[config.mk]
export PLATFORM = sky130hd
export DESIGN_NAME = gated_reg_proxy
export DESIGN_NICKNAME = d
export VERILOG_FILES = /design/src/rtl/grp_pkg.sv /design/src/rtl/grp_host_regs.sv /design/src/rtl/grp_wake_ctrl.sv /design/src/rtl/grp_seq.sv /design/src/rtl/gated_reg_proxy.sv
export SDC_FILE = /design/constraint.sdc
export NUM_CORES = 1
export LEC_CHECK = 0
export ABC_AREA = 1
export BUFFER_PORTS_ARGS = -buffer_cell sky130_fd_sc_hd__buf_2
export CAP_MARGIN = 20
export CELL_PAD_IN_SITES_DETAIL_PLACEMENT = 1
export CELL_PAD_IN_SITES_GLOBAL_PLACEMENT = 1
export CORE_UTILIZATION = 29
export DETAILED_ROUTE_END_ITERATION = 12
export GPL_TIMING_DRIVEN = 0
export HOLD_SLACK_MARGIN = 0.06
export PLACE_DENSITY = 0.8
export SLEW_MARGIN = 20
export SYNTH_ARGS = -nofsm -noshare
export SYNTH_HDL_FRONTEND = slang
export SYNTH_HIERARCHICAL = 1
export SYNTH_SLANG_ARGS = --single-unit
[constraint.sdc]
create_clock -name clk -period 1.4 [get_ports clk]
set_clock_uncertainty 0.2 [all_clocks]
set_input_delay 0.14 -clock clk [delete_from_list [all_inputs] [get_ports clk]]
set_output_delay 0.14 -clock clk [all_outputs]
set_load 0.02 [all_outputs]
[src/rtl/grp_pkg.sv]
package grp_pkg;
   localparam int NUM_DOM  = 3;
   localparam int GO_BIT   = 31;
   localparam int DOM_LSB  = 28;
   localparam int OP_BIT   = 24;

   typedef enum logic [1:0] {
      DOM_BLT = 2'd0,
      DOM_RND = 2'd1,
      DOM_MED = 2'd2,
      DOM_ANY = 2'd3
   } dom_e;

   typedef enum logic [1:0] {
      ST_IDLE,
      ST_WAKE,
      ST_ISSUE,
      ST_CAPT
   } seq_st_e;

   function automatic logic [NUM_DOM-1:0] dom_to_mask(dom_e d);
      logic [NUM_DOM-1:0] m;
      case (d)
         DOM_BLT: m = 3'b001;
         DOM_RND: m = 3'b010;
         DOM_MED: m = 3'b100;
         default: m = 3'b111;
      endcase
      return m;
   endfunction
endpackage

[src/rtl/grp_host_regs.sv]
module grp_host_regs
   import grp_pkg::*;
#(
   parameter int HADDR_W   = 12,
   parameter int OFS_W     = 16,
   parameter logic [HADDR_W-1:0] DATA_ADDR = 'hF00,
   parameter logic [HADDR_W-1:0] CTRL_ADDR = 'hF04
) (
   input  logic               clk,
   input  logic               rst_n,
   input  logic               host_sel,
   input  logic               host_wr,
   input  logic [HADDR_W-1:0] host_addr,
   input  logic [31:0]        host_wdata,
   output logic [31:0]        host_rdata,
   input  logic               done,
   input  logic               cap_en,
   input  logic [31:0]        cap_data,
   output logic               launch,
   output logic               busy,
   output logic [OFS_W-1:0]   ofs,
   output dom_e               dom,
   output logic               op_rd,
   output logic [31:0]        data_q
);
   logic hit_data, hit_ctrl, wr_data, wr_ctrl;

   assign hit_data = host_sel && (host_addr == DATA_ADDR);
   assign hit_ctrl = host_sel && (host_addr == CTRL_ADDR);
   assign wr_data  = hit_data && host_wr && !busy;
   assign wr_ctrl  = hit_ctrl && host_wr && !busy;
   assign launch   = wr_ctrl && host_wdata[GO_BIT];

   always_ff @(posedge clk) begin
      if (!rst_n) begin
         busy   <= 1'b0;
         ofs    <= '0;
         dom    <= DOM_BLT;
         op_rd  <= 1'b0;
         data_q <= '0;
      end else begin
         if (wr_ctrl) begin
            ofs   <= host_wdata[OFS_W-1:0];
            dom   <= dom_e'(host_wdata[DOM_LSB+1:DOM_LSB]);
            op_rd <= host_wdata[OP_BIT];
            busy  <= host_wdata[GO_BIT];
         end else if (done) begin
            busy  <= 1'b0;
         end
         if (wr_data)
            data_q <= host_wdata;
         else if (cap_en)
            data_q <= cap_data;
      end
   end

   always_comb begin
      host_rdata = '0;
      if (hit_ctrl) begin
         host_rdata[OFS_W-1:0]           = ofs;
         host_rdata[OP_BIT]              = op_rd;
         host_rdata[DOM_LSB+1:DOM_LSB]   = dom;
         host_rdata[GO_BIT]              = busy;
      end else if (hit_data) begin
         host_rdata = data_q;
      end
   end

   assert_fields_hold_R8: assert property (@(posedge clk) disable iff (!rst_n)
      busy |=> ($stable(ofs) && $stable(dom) && $stable(op_rd)))
      else $error("control fields changed while busy");

endmodule

[src/rtl/grp_wake_ctrl.sv]
module grp_wake_ctrl
   import grp_pkg::*;
#(
   parameter int SYNC_STAGES = 2
) (
   input  logic               clk,
   input  logic               rst_n,
   input  logic               active,
   input  dom_e               dom,
   input  logic [NUM_DOM-1:0] wake_ack,
   output logic [NUM_DOM-1:0] wake_req,
   output logic               all_ok
);
   logic [NUM_DOM-1:0] mask;
   logic [NUM_DOM-1:0] ack_s;

   assign mask     = dom_to_mask(dom);
   assign wake_req = active ? mask : '0;

   generate
      if (SYNC_STAGES == 0) begin : g_nosync
         assign ack_s = wake_ack;
      end else begin : g_sync
         for (genvar d = 0; d < NUM_DOM; d++) begin : g_dom
            logic [SYNC_STAGES-1:0] chain;
            always_ff @(posedge clk) begin
               if (!rst_n) chain <= '0;
               else if (SYNC_STAGES == 1) chain <= wake_ack[d];
               else chain <= {chain[SYNC_STAGES-2:0], wake_ack[d]};
            end
            assign ack_s[d] = chain[SYNC_STAGES-1];
         end
      end
   endgenerate

   assign all_ok = active && ((ack_s & mask) == mask);

   assert_req_steady_R9: assert property (@(posedge clk) disable iff (!rst_n)
      (active && $past(active)) |-> $stable(wake_req))
      else $error("wake request changed during access");

endmodule

[src/rtl/grp_seq.sv]
module grp_seq
   import grp_pkg::*;
#(
   parameter int OFS_W = 16
) (
   input  logic             clk,
   input  logic             rst_n,
   input  logic             launch,
   input  logic             op_rd,
   input  logic [OFS_W-1:0] ofs,
   input  logic [31:0]      data_q,
   input  logic             all_ok,
   input  logic [31:0]      ib_rdata,
   output logic             active,
   output logic             done,
   output logic             cap_en,
   output logic [31:0]      cap_data,
   output logic             ib_stb,
   output logic             ib_we,
   output logic [OFS_W-1:0] ib_addr,
   output logic [31:0]      ib_wdata
);
   seq_st_e st, st_nx;

   always_comb begin
      st_nx = st;
      case (st)
         ST_IDLE:  if (launch) st_nx = ST_WAKE;
         ST_WAKE:  if (all_ok) st_nx = ST_ISSUE;
         ST_ISSUE: st_nx = op_rd ? ST_CAPT : ST_IDLE;
         default:  st_nx = ST_IDLE;
      endcase
   end

   always_ff @(posedge clk) begin
      if (!rst_n) st <= ST_IDLE;
      else        st <= st_nx;
   end

   assign active   = (st != ST_IDLE);
   assign ib_stb   = (st == ST_ISSUE);
   assign ib_we    = !op_rd;
   assign ib_addr  = ofs;
   assign ib_wdata = data_q;
   assign cap_en   = (st == ST_CAPT);
   assign cap_data = ib_rdata;
   assign done     = (ib_stb && !op_rd) || cap_en;

   assert_strobe_after_ack_R4: assert property (@(posedge clk) disable iff (!rst_n)
      ib_stb |-> $past(all_ok))
      else $error("strobe without acknowledge");

   assert_one_strobe_R5: assert property (@(posedge clk) disable iff (!rst_n)
      ib_stb |=> !ib_stb)
      else $error("strobe longer than one cycle");

   assert_read_capture_R6: assert property (@(posedge clk) disable iff (!rst_n)
      (ib_stb && !ib_we) |=> done)
      else $error("read not captured after strobe");

endmodule

[src/rtl/gated_reg_proxy.sv]
module gated_reg_proxy
   import grp_pkg::*;
#(
   parameter int HADDR_W     = 12,
   parameter int OFS_W       = 16,
   parameter int SYNC_STAGES = 2,
   parameter logic [HADDR_W-1:0] DATA_ADDR = 'hF00,
   parameter logic [HADDR_W-1:0] CTRL_ADDR = 'hF04
) (
   input  logic               clk,
   input  logic               rst_n,
   input  logic               host_sel,
   input  logic               host_wr,
   input  logic [HADDR_W-1:0] host_addr,
   input  logic [31:0]        host_wdata,
   output logic [31:0]        host_rdata,
   output logic [NUM_DOM-1:0] wake_req,
   input  logic [NUM_DOM-1:0] wake_ack,
   output logic               ib_stb,
   output logic               ib_we,
   output logic [OFS_W-1:0]   ib_addr,
   output logic [31:0]        ib_wdata,
   input  logic [31:0]        ib_rdata
);
   initial begin
      assert (OFS_W >= 2 && OFS_W <= OP_BIT) else $error("OFS_W must be 2..24");
      assert (SYNC_STAGES >= 0 && SYNC_STAGES <= 4) else $error("SYNC_STAGES must be 0..4");
      assert (DATA_ADDR != CTRL_ADDR) else $error("register addresses collide");
   end

   logic             launch, busy, op_rd, done, cap_en, active, all_ok;
   logic [OFS_W-1:0] ofs;
   logic [31:0]      data_q, cap_data;
   dom_e             dom;

   grp_host_regs #(
      .HADDR_W(HADDR_W), .OFS_W(OFS_W),
      .DATA_ADDR(DATA_ADDR), .CTRL_ADDR(CTRL_ADDR)
   ) u_regs (
      .clk, .rst_n, .host_sel, .host_wr, .host_addr, .host_wdata, .host_rdata,
      .done, .cap_en, .cap_data, .launch, .busy, .ofs, .dom, .op_rd, .data_q
   );

   grp_wake_ctrl #(.SYNC_STAGES(SYNC_STAGES)) u_wake (
      .clk, .rst_n, .active, .dom, .wake_ack, .wake_req, .all_ok
   );

   grp_seq #(.OFS_W(OFS_W)) u_seq (
      .clk, .rst_n, .launch, .op_rd, .ofs, .data_q, .all_ok, .ib_rdata,
      .active, .done, .cap_en, .cap_data, .ib_stb, .ib_we, .ib_addr, .ib_wdata
   );

   assert_idle_quiet_R2: assert property (@(posedge clk) disable iff (!rst_n)
      !busy |-> (wake_req == '0 && !ib_stb))
      else $error("activity while idle");

   assert_stb_awake_R3: assert property (@(posedge clk) disable iff (!rst_n)
      ib_stb |-> (wake_req != '0))
      else $error("strobe with no domain requested");

   assert_release_R7: assert property (@(posedge clk) disable iff (!rst_n)
      $fell(busy) |-> (wake_req == '0))
      else $error("wake request held after completion");

endmodule

### After elaboration in Yosys (flattened, before gate mapping)

Cells that the tools add are included.
Widths: inputs -> output; s select.

* word-level logic and storage cells: 56
* output and inout bits: 85
* register bits after elaboration: 60
* bits of input ports: 83

* bitwise operators: 1
* multiplexer cells: 18
* reduce and logical (&&, ||, !) cells: 18
* equal/unequal tests: 10

Operator list (count)
* $mux 32: 3
* $eq 12x12->1 const B: 2
* $mux 16: 1
* $logic_and 1x1->1: 9
* $pmux 3 s3: 1
* $mux 2: 4
* $mux 8: 1
* $eq 2x2->1 const B: 3
* $mux 3: 2
* $pmux 2 s3: 1
* $reduce_bool 2->1: 3
* $mux 1: 5
* $eq 2x1->1 const B: 2
* $logic_not 2->1: 2
* $ne 2x2->1 const B: 2
* $and 3x3->3: 1
* $eq 3x3->1: 1
* $logic_not 1->1: 2
* $reduce_and 2->1: 1
* $logic_or 1x1->1: 1

### Depth between registers and ports, before layout

Gate-level depths: netlist of the first run.

* word-level depth: 7
* gate-level depth with buffers: 12
* gate-level depth less buffers: 12

### Hierarchy

The synthesis of the first run kept the hierarchy.

By module, submodules not included
* grp_host_regs: area each 2981.6 sq um, sequential area each 1041.0 sq um, cells each 503, times used 1
* grp_seq: area each 720.7 sq um, sequential area each 40.0 sq um, cells each 101, times used 1
* grp_wake_ctrl: area each 274.0 sq um, sequential area each 120.1 sq um, cells each 38, times used 1

### Worst setup path after synthesis of the first run

No wires, ideal clock.

* path kind: input-to-output
* start point: in host_addr[7]
* end point: out host_rdata[10]
* path slack: -0.257 ns
* arrival: 1.317 ns
* stages on the path: 7
* data required time: 1.060 ns
* path buffers: 2
* cells stage by stage: nor2_1 -> nand2_1 -> nor2_4 -> nand2_1 -> clkbuf_1 -> buf_2 -> o21ai_1

* cells in the longest elaborated chain, start to end: 4
* elaborated cells between the ends (all ways): 6
* those cells by class: 2 x eq/ne; 2 x mux; 2 x reduce/logical

Ends and longest elaborated chain
* from (decl): line gated_reg_proxy.sv:14 `input logic [HADDR_W-1:0] host_addr,`
* $eq 12x12->1: line grp_host_regs.sv:28 `assign hit_data = host_sel && (host_addr == DATA_ADDR);`
* $logic_and 1x1->1: line grp_host_regs.sv:28
* $mux 32: line grp_host_regs.sv:64 `end else if (hit_data) begin`
* $mux 16 (*): line grp_host_regs.sv:59 `if (hit_ctrl) begin`
* to (decl): line gated_reg_proxy.sv:16 `output logic [31:0] host_rdata,`

Every way passes the cells marked *; elsewhere a longest branch is shown, timed or not.

### Worst setup path in the final report of the first run

* start point: reg u_regs.busy
* end point: reg u_regs.data_q[7]

* cells in the longest elaborated chain, start to end: 3
* elaborated cells between the ends (all ways): 4
* those cells by class: 1 x mux; 3 x reduce/logical

Ends and longest elaborated chain
* from (decl): line grp_host_regs.sv:20 `output logic busy,`
* from (signal assigned): line grp_host_regs.sv:46 `busy <= host_wdata[GO_BIT];`
* $logic_not 1->1 (*): line grp_host_regs.sv:30 `assign wr_data = hit_data && host_wr && !busy;`
* $logic_and 1x1->1 (*): line grp_host_regs.sv:30
* $mux 32 or $reduce_bool 2->1 (tied branches)
* to (signal assigned): line grp_host_regs.sv:51 `data_q <= host_wdata;`
* to (signal assigned): line grp_host_regs.sv:53 `data_q <= cap_data;`
* to (decl): line grp_host_regs.sv:24 `output logic [31:0] data_q`

Marked as above.
A chain may end at the register's enable or synchronous reset.

==> flow_summary.ini, run 1 <==
[final_layout]
syn_to_final_growth_pct = 95.7
drive_gt1_frac = 0.523
nFillCells = 1584
nets = 978
fin_util = 0.585
finalNonFillerCells = 1072

[clock_network]
cts_max_level = 3
cts.sinks = 60
cts_buffers = 9
cts_tree = built
clockBufferDepth = 2
insertion_delay_ps = 340
clkSlewWorstSetupHoldPaths_ps = 60
clock_tree.root_cell = clkbuf_16

[worst_setup_path]
critical-path-slowest-cell = dfxtp_2
rr_startpoint = u_regs/busy
slowest_delay_ps = 340
required_ps = 1390
crit_type = reg -> reg
worst_setup_path_start_kind = flip-flop
reg2reg_slack_ps = -350
startpoint = u_regs/busy
critical_path_arrival_ps = 1740
cp_num_cells = 7
critical_path.endpoint_type = flip-flop
path_cells = nor2_4 > buf_6 > buf_8 > buf_6 > nand4_1 > nand2_1 > a21oi_2
cp_common_cell = buf_6
critPathMaxFanout = 6
r2r-end = u_regs/data_q[7]
crit_family = simple AND/OR/NAND/NOR gates
cp_num_buf_inv = 3
worstRegToRegCells = 7

[job]
drv_cap = 0

[timing]
finalSetupViolCount = 90
final-max-slew-violation-count = 0
fin_crit_sh = 1.25
grt_setup_unrepaired = yes
tightest_slew_ps = 719
setup_ws_ps = -350
fmax_ghz = 0.571
whs_ps = 96.4
fin_crit_ps = 1750
finalHoldViolCount = 0
slew_headroom = 0.521

[synth]
synth_cell_types = 20
synth-seq-cells = 60
synth_edf_count = 0
async_flop_share = 0
synth_common_cells = nand2_1, inv_1, buf_4
synth.area.top_cells = dfxtp_1, buf_4, nand2_1
syn_area_um2 = 3980
synth.most_common_cell = nand2_1
ys.flop_type = dfxtp_1
seq_area_frac_synth = 0.302
yosysWarningCount = 6
syn-instance-count = 642
syn_area_per_cell_um2 = 6.19
syn_nets = 728
post-synth-top-area-fraction = 0.302
synth_top_area_cell = dfxtp_1

[drt]
drt-vias-per-instance = 5.06
first_pass_iters = 5
initialDrtViolationCount = 468
drt.antenna.violating_nets = 0
wirelength_um = 23100
wl_per_cell_um = 21.5
routed-via-count = 5423
drc_errors = 0

[power]
vdd_drop_max_uv = 674
p_leak_uw = 0.00367
total_power_uw = 4620
power_density_nw_per_um2 = 593

[place]
dp_hpwl_um = 10900
post-place-cells = 953
port_buffers = 135
gp_congestion = 0.820

[grt]
antenna_found_initial = 1
grt_usage = 0.274
grt_max_degree = 11
grt_remaining_overflow = 0
busiest_layer = met2
grt.met3_usage = 0.0426
grt_use_met2 = 0.509
grt_pass1_wl_um = 30000
grt_pass1_vias = 5626
use_met1 = 0.305

[min_path]
hold-path-cell-count = 3
min_to = u_regs/data_q[25]
worstHoldPathType = in -> reg
holdCritStartpoint = rst_n

[floorplanning]
dieArea_um2 = 14200
rows = 42
start_util = 0.299
die_width_um = 119
die_y_um = 119
core_area_um2 = 13300
io_pins = 168

[outcome]
outcome = finished, violations left
violations = setup timing
-- state kept, by name, summed over array words and instances, names as in the netlist --
name,flops
u_regs/data_q,32
u_regs/ofs,16
u_wake/g_sync.g_dom.chain,6
u_regs/dom,2
u_seq/st,2
u_regs/busy,1
u_regs/op_rd,1
-- final cells by class --
| class | count | area (µm²) | share of cell area |
|---|---|---|---|
| multi-input combinational | 370 | 2580 | 0.331 |
| timing repair buffer | 242 | 2130 | 0.273 |
| sequential | 60 | 1220 | 0.157 |
| buffer | 114 | 976 | 0.125 |
| inverter | 95 | 362 | 0.0465 |
| clock buffer | 12 | 256 | 0.0330 |
| tap | 176 | 220 | 0.0283 |
| clock inverter | 2 | 35.0 | 0.00450 |
| antenna | 1 | 2.50 | 0.000322 |
-- metrics by stage --
stage          worst slack, ps  TNS [ps]  area (µm²)
6_report                  -350    -15490        7780
5_1_grt                   -382    -18690        7780
4_1_cts                   -274    -12310        7100
3_5_place_dp              -512    -34650        5080
3_3_place_gp              -466    -33060        5080
2_1_floorplan            -51.7      -532        4190
-- power by group --
part           internal, µW  switching (µW)
sequential             1710            2.63
clock                  1460             882
combinational           317             251
total                  3480            1140
-- placed cells by master, fill, tap and decap left out, types with 25 or more instances in the layout --
cell	Yosys	final
buf_2	2	90
buf_4	81	96
buf_6	1	71
dfxtp_1	60	50
dlygate4sd3_1	0	69
inv_1	94	82
nand2_1	156	115
nand2_2	0	27
nand3_1	58	25
nand3_2	1	28
nand4_1	32	32
nor2_1	61	27
nor2_4	2	25
-- repair_timing --
item                       CTS  global route
gates cloned                 6             2
setup endpoints to repair   90            96
pin swaps                   28            55
setup buffers               19            14
hold endpoints to repair    60             3
hold buffers                71             1
resized for setup          213           194
-- layer usage --
metal / up-vias / part of all wire
met5: - / 0
met4: 0 / 0.039
met3: 72 / 0.048
met2: 259 / 0.52
met1: 2676 / 0.39
li1: 2416 / -
-- cells by family (layout without fill, tap and decap cells) --
family	after synthesis	after routing	synth area share
AO/OA/AOI/OAI	55	55	0.0702
adder cells (fa/ha/maj)	3	3	0.00944
buffers and inverters	213	465	0.280
flip-flops	60	60	0.302
other	0	1	0
AND/OR/NAND/NOR	311	312	0.338
-- worst max-delay path by stage --
| stage | slack, ps | endpoint |
|---|---|---|
| 2_1_floorplan | -50 | host_rdata[16] |
| 3_3_place_gp | -470 | u_regs/data_q[6] |
| 3_5_place_dp | -510 | host_rdata[19] |
| 4_1_cts | -270 | host_rdata[15] |
| 5_1_grt | -380 | u_regs/data_q[7] |
| 6_report | -350 | u_regs/data_q[7] |
-- worst register-to-register path: cells and delay by family, from the launching register on --
family                 cells  cell delay [ps]
DFF                        1              340
buffers and inverters      3              400
AOI/OAI and AO/OA          1               70
and+or+nand+nor            3              610
(Power assumes the default switching activity.)
==> inputs of run 2 (changes only) <==
--- a/config.mk
+++ b/config.mk
@@ -10,11 +10,13 @@
 export CAP_MARGIN = 20
 export CELL_PAD_IN_SITES_DETAIL_PLACEMENT = 1
 export CELL_PAD_IN_SITES_GLOBAL_PLACEMENT = 1
-export CORE_UTILIZATION = 29
+export CORE_ASPECT_RATIO = 0.7
+export CORE_UTILIZATION = 30
+export CTS_BUF_LIST = sky130_fd_sc_hd__clkbuf_2
 export DETAILED_ROUTE_END_ITERATION = 12
 export GPL_TIMING_DRIVEN = 0
 export HOLD_SLACK_MARGIN = 0.06
-export PLACE_DENSITY = 0.8
+export PLACE_DENSITY = 0.82
 export SLEW_MARGIN = 20
 export SYNTH_ARGS = -nofsm -noshare
 export SYNTH_HDL_FRONTEND = slang
==> flow_summary.ini, run 2 (synthesized netlist as in run 1, its figures left out) <==
[min_path]
worstHoldPathType = in -> reg
holdCritStartpoint = host_addr[6]
min_to = u_regs/busy
hold-path-cell-count = 9

[clock_network]
clkSlewWorstSetupHoldPaths_ps = 220
cts_buffers = 9
clock_tree.root_cell = clkbuf_2
cts.sinks = 60
insertion_delay_ps = 620
cts_max_level = 3
cts_tree = built
clockBufferDepth = 2

[grt]
grt_max_degree = 12
grt_pass1_wl_um = 33600
grt.met3_usage = 0.0834
antenna_found_initial = 3
grt_pass1_vias = 6095
grt_usage = 0.324
grt_use_met2 = 0.611
busiest_layer = met2
use_met1 = 0.347
grt_remaining_overflow = 0

[timing]
final-max-slew-violation-count = 0
fin_crit_ps = 1980
fmax_ghz = 0.504
tightest_slew_ps = 920
finalHoldViolCount = 0
slew_headroom = 0.387
setup_ws_ps = -584
finalSetupViolCount = 139
whs_ps = 22.2
grt_setup_unrepaired = yes
fin_crit_sh = 1.42

[final_layout]
drive_gt1_frac = 0.696
finalNonFillerCells = 1106
multiInputGateArea_um2 = 2900
mostFrequentLayoutCells = buf_6, buf_4, nand2_1, dlygate4sd3_1, inv_1
nets = 1024
nFillCells = 1402
stdcell_area_um2 = 8890
largest_register_ffs = 32
fin_util = 0.701
regArea_um2 = 1320
regMostFlops = u_regs/data_q
largestRegisters = u_regs/data_q (32), u_regs/ofs (16), u_wake/g_sync.g_dom.chain (6)
syn_to_final_growth_pct = 123
mostFrequentLayoutCell = buf_6

[floorplanning]
rows = 34
io_pins = 168
die_y_um = 98.3
die_width_um = 140
start_util = 0.314
dieArea_um2 = 13700
core_area_um2 = 12700

[place]
post-place-cells = 939
gp_congestion = 0.855
port_buffers = 135
placed_area_um2 = 5070
dp_hpwl_um = 11000

[outcome]
outcome = finished, violations left
violations = setup timing

[worst_setup_path]
worst_setup_path_start_kind = flip-flop
critical_path_arrival_ps = 1640
rr_startpoint = u_regs/busy
crit_type = reg -> out
reg2reg_slack_ps = -440
required_ps = 1060
r2r-end = u_seq/st[0]
critPathMaxFanout = 4
startpoint = u_regs/dom[1]
worstRegToRegCells = 9
critical_path.endpoint_type = primary output

[drt]
initialDrtViolationCount = 392
drt-vias-per-instance = 5.60
wirelength_um = 31500
drt.antenna.violating_nets = 0
first_pass_iters = 5
wl_per_cell_um = 28.5
drc_errors = 0
routed-via-count = 6197

[power]
p_leak_uw = 0.00396
power_density_nw_per_um2 = 382
vdd_drop_max_uv = 374

[job]
drv_cap = 0
## run 2: worst max-delay path by stage
stage,slack [ps],to
2_1_floorplan,-50,host_rdata[16]
3_3_place_gp,-520,u_regs/data_q[18]
3_5_place_dp,-540,host_rdata[6]
4_1_cts,-440,wake_req[0]
5_1_grt,-680,wake_req[1]
6_report,-580,wake_req[1]
## run 2: power by group
part | internal, µW | switching, µW | leakage, µW | total [µW]
registers | 1670 | 4.52 | 0.000519 | 1680
logic | 311 | 291 | 0.00339 | 602
clock network | 217 | 895 | 0.0000474 | 1110
## run 2: timing repair
item,4_1_cts,5_1_grt
cloned,5,5
pin swaps,61,67
gates resized for setup,441,290
hold endpoints to repair,60,18
setup buffers,47,38
hold buffers,71,1
endpoints found under the setup margin,139,139
## run 2: per-stage QoR
stage / power [µW] / setup TNS [ps] / setup WS [ps]
6_report: 3390 / -40580 / -584
3_5_place_dp: 2040 / -35250 / -544
3_3_place_gp: 2030 / -33910 / -522
2_1_floorplan: 1900 / -532 / -51.7
5_1_grt: 3450 / -43650 / -683
4_1_cts: 3180 / -20500 / -444
## run 2: final cells by class
class | count | share of cell area
inverters | 95 | 0.0421
well taps | 162 | 0.0228
plain buffers | 102 | 0.121
clock inverters | 7 | 0.00493
clock buffers | 9 | 0.00507
diodes | 1 | 0.000282
multi-input cells | 369 | 0.327
flip-flops and latches | 60 | 0.149
repair buffers | 301 | 0.328
## run 2: critical path, cell delays in order (launching register included)
cell and delay [ps]:
dfxtp_4 450, inv_2 50, ha_2 170, nor2_1 150
nor2_1 60, buf_4 160
## run 2: routing by layer
metal | share of wire | up-vias
met5 | 0.00073 | -
met4 | 0.070 | 4
met3 | 0.090 | 183
met2 | 0.47 | 515
met1 | 0.37 | 2981
li1 | - | 2514
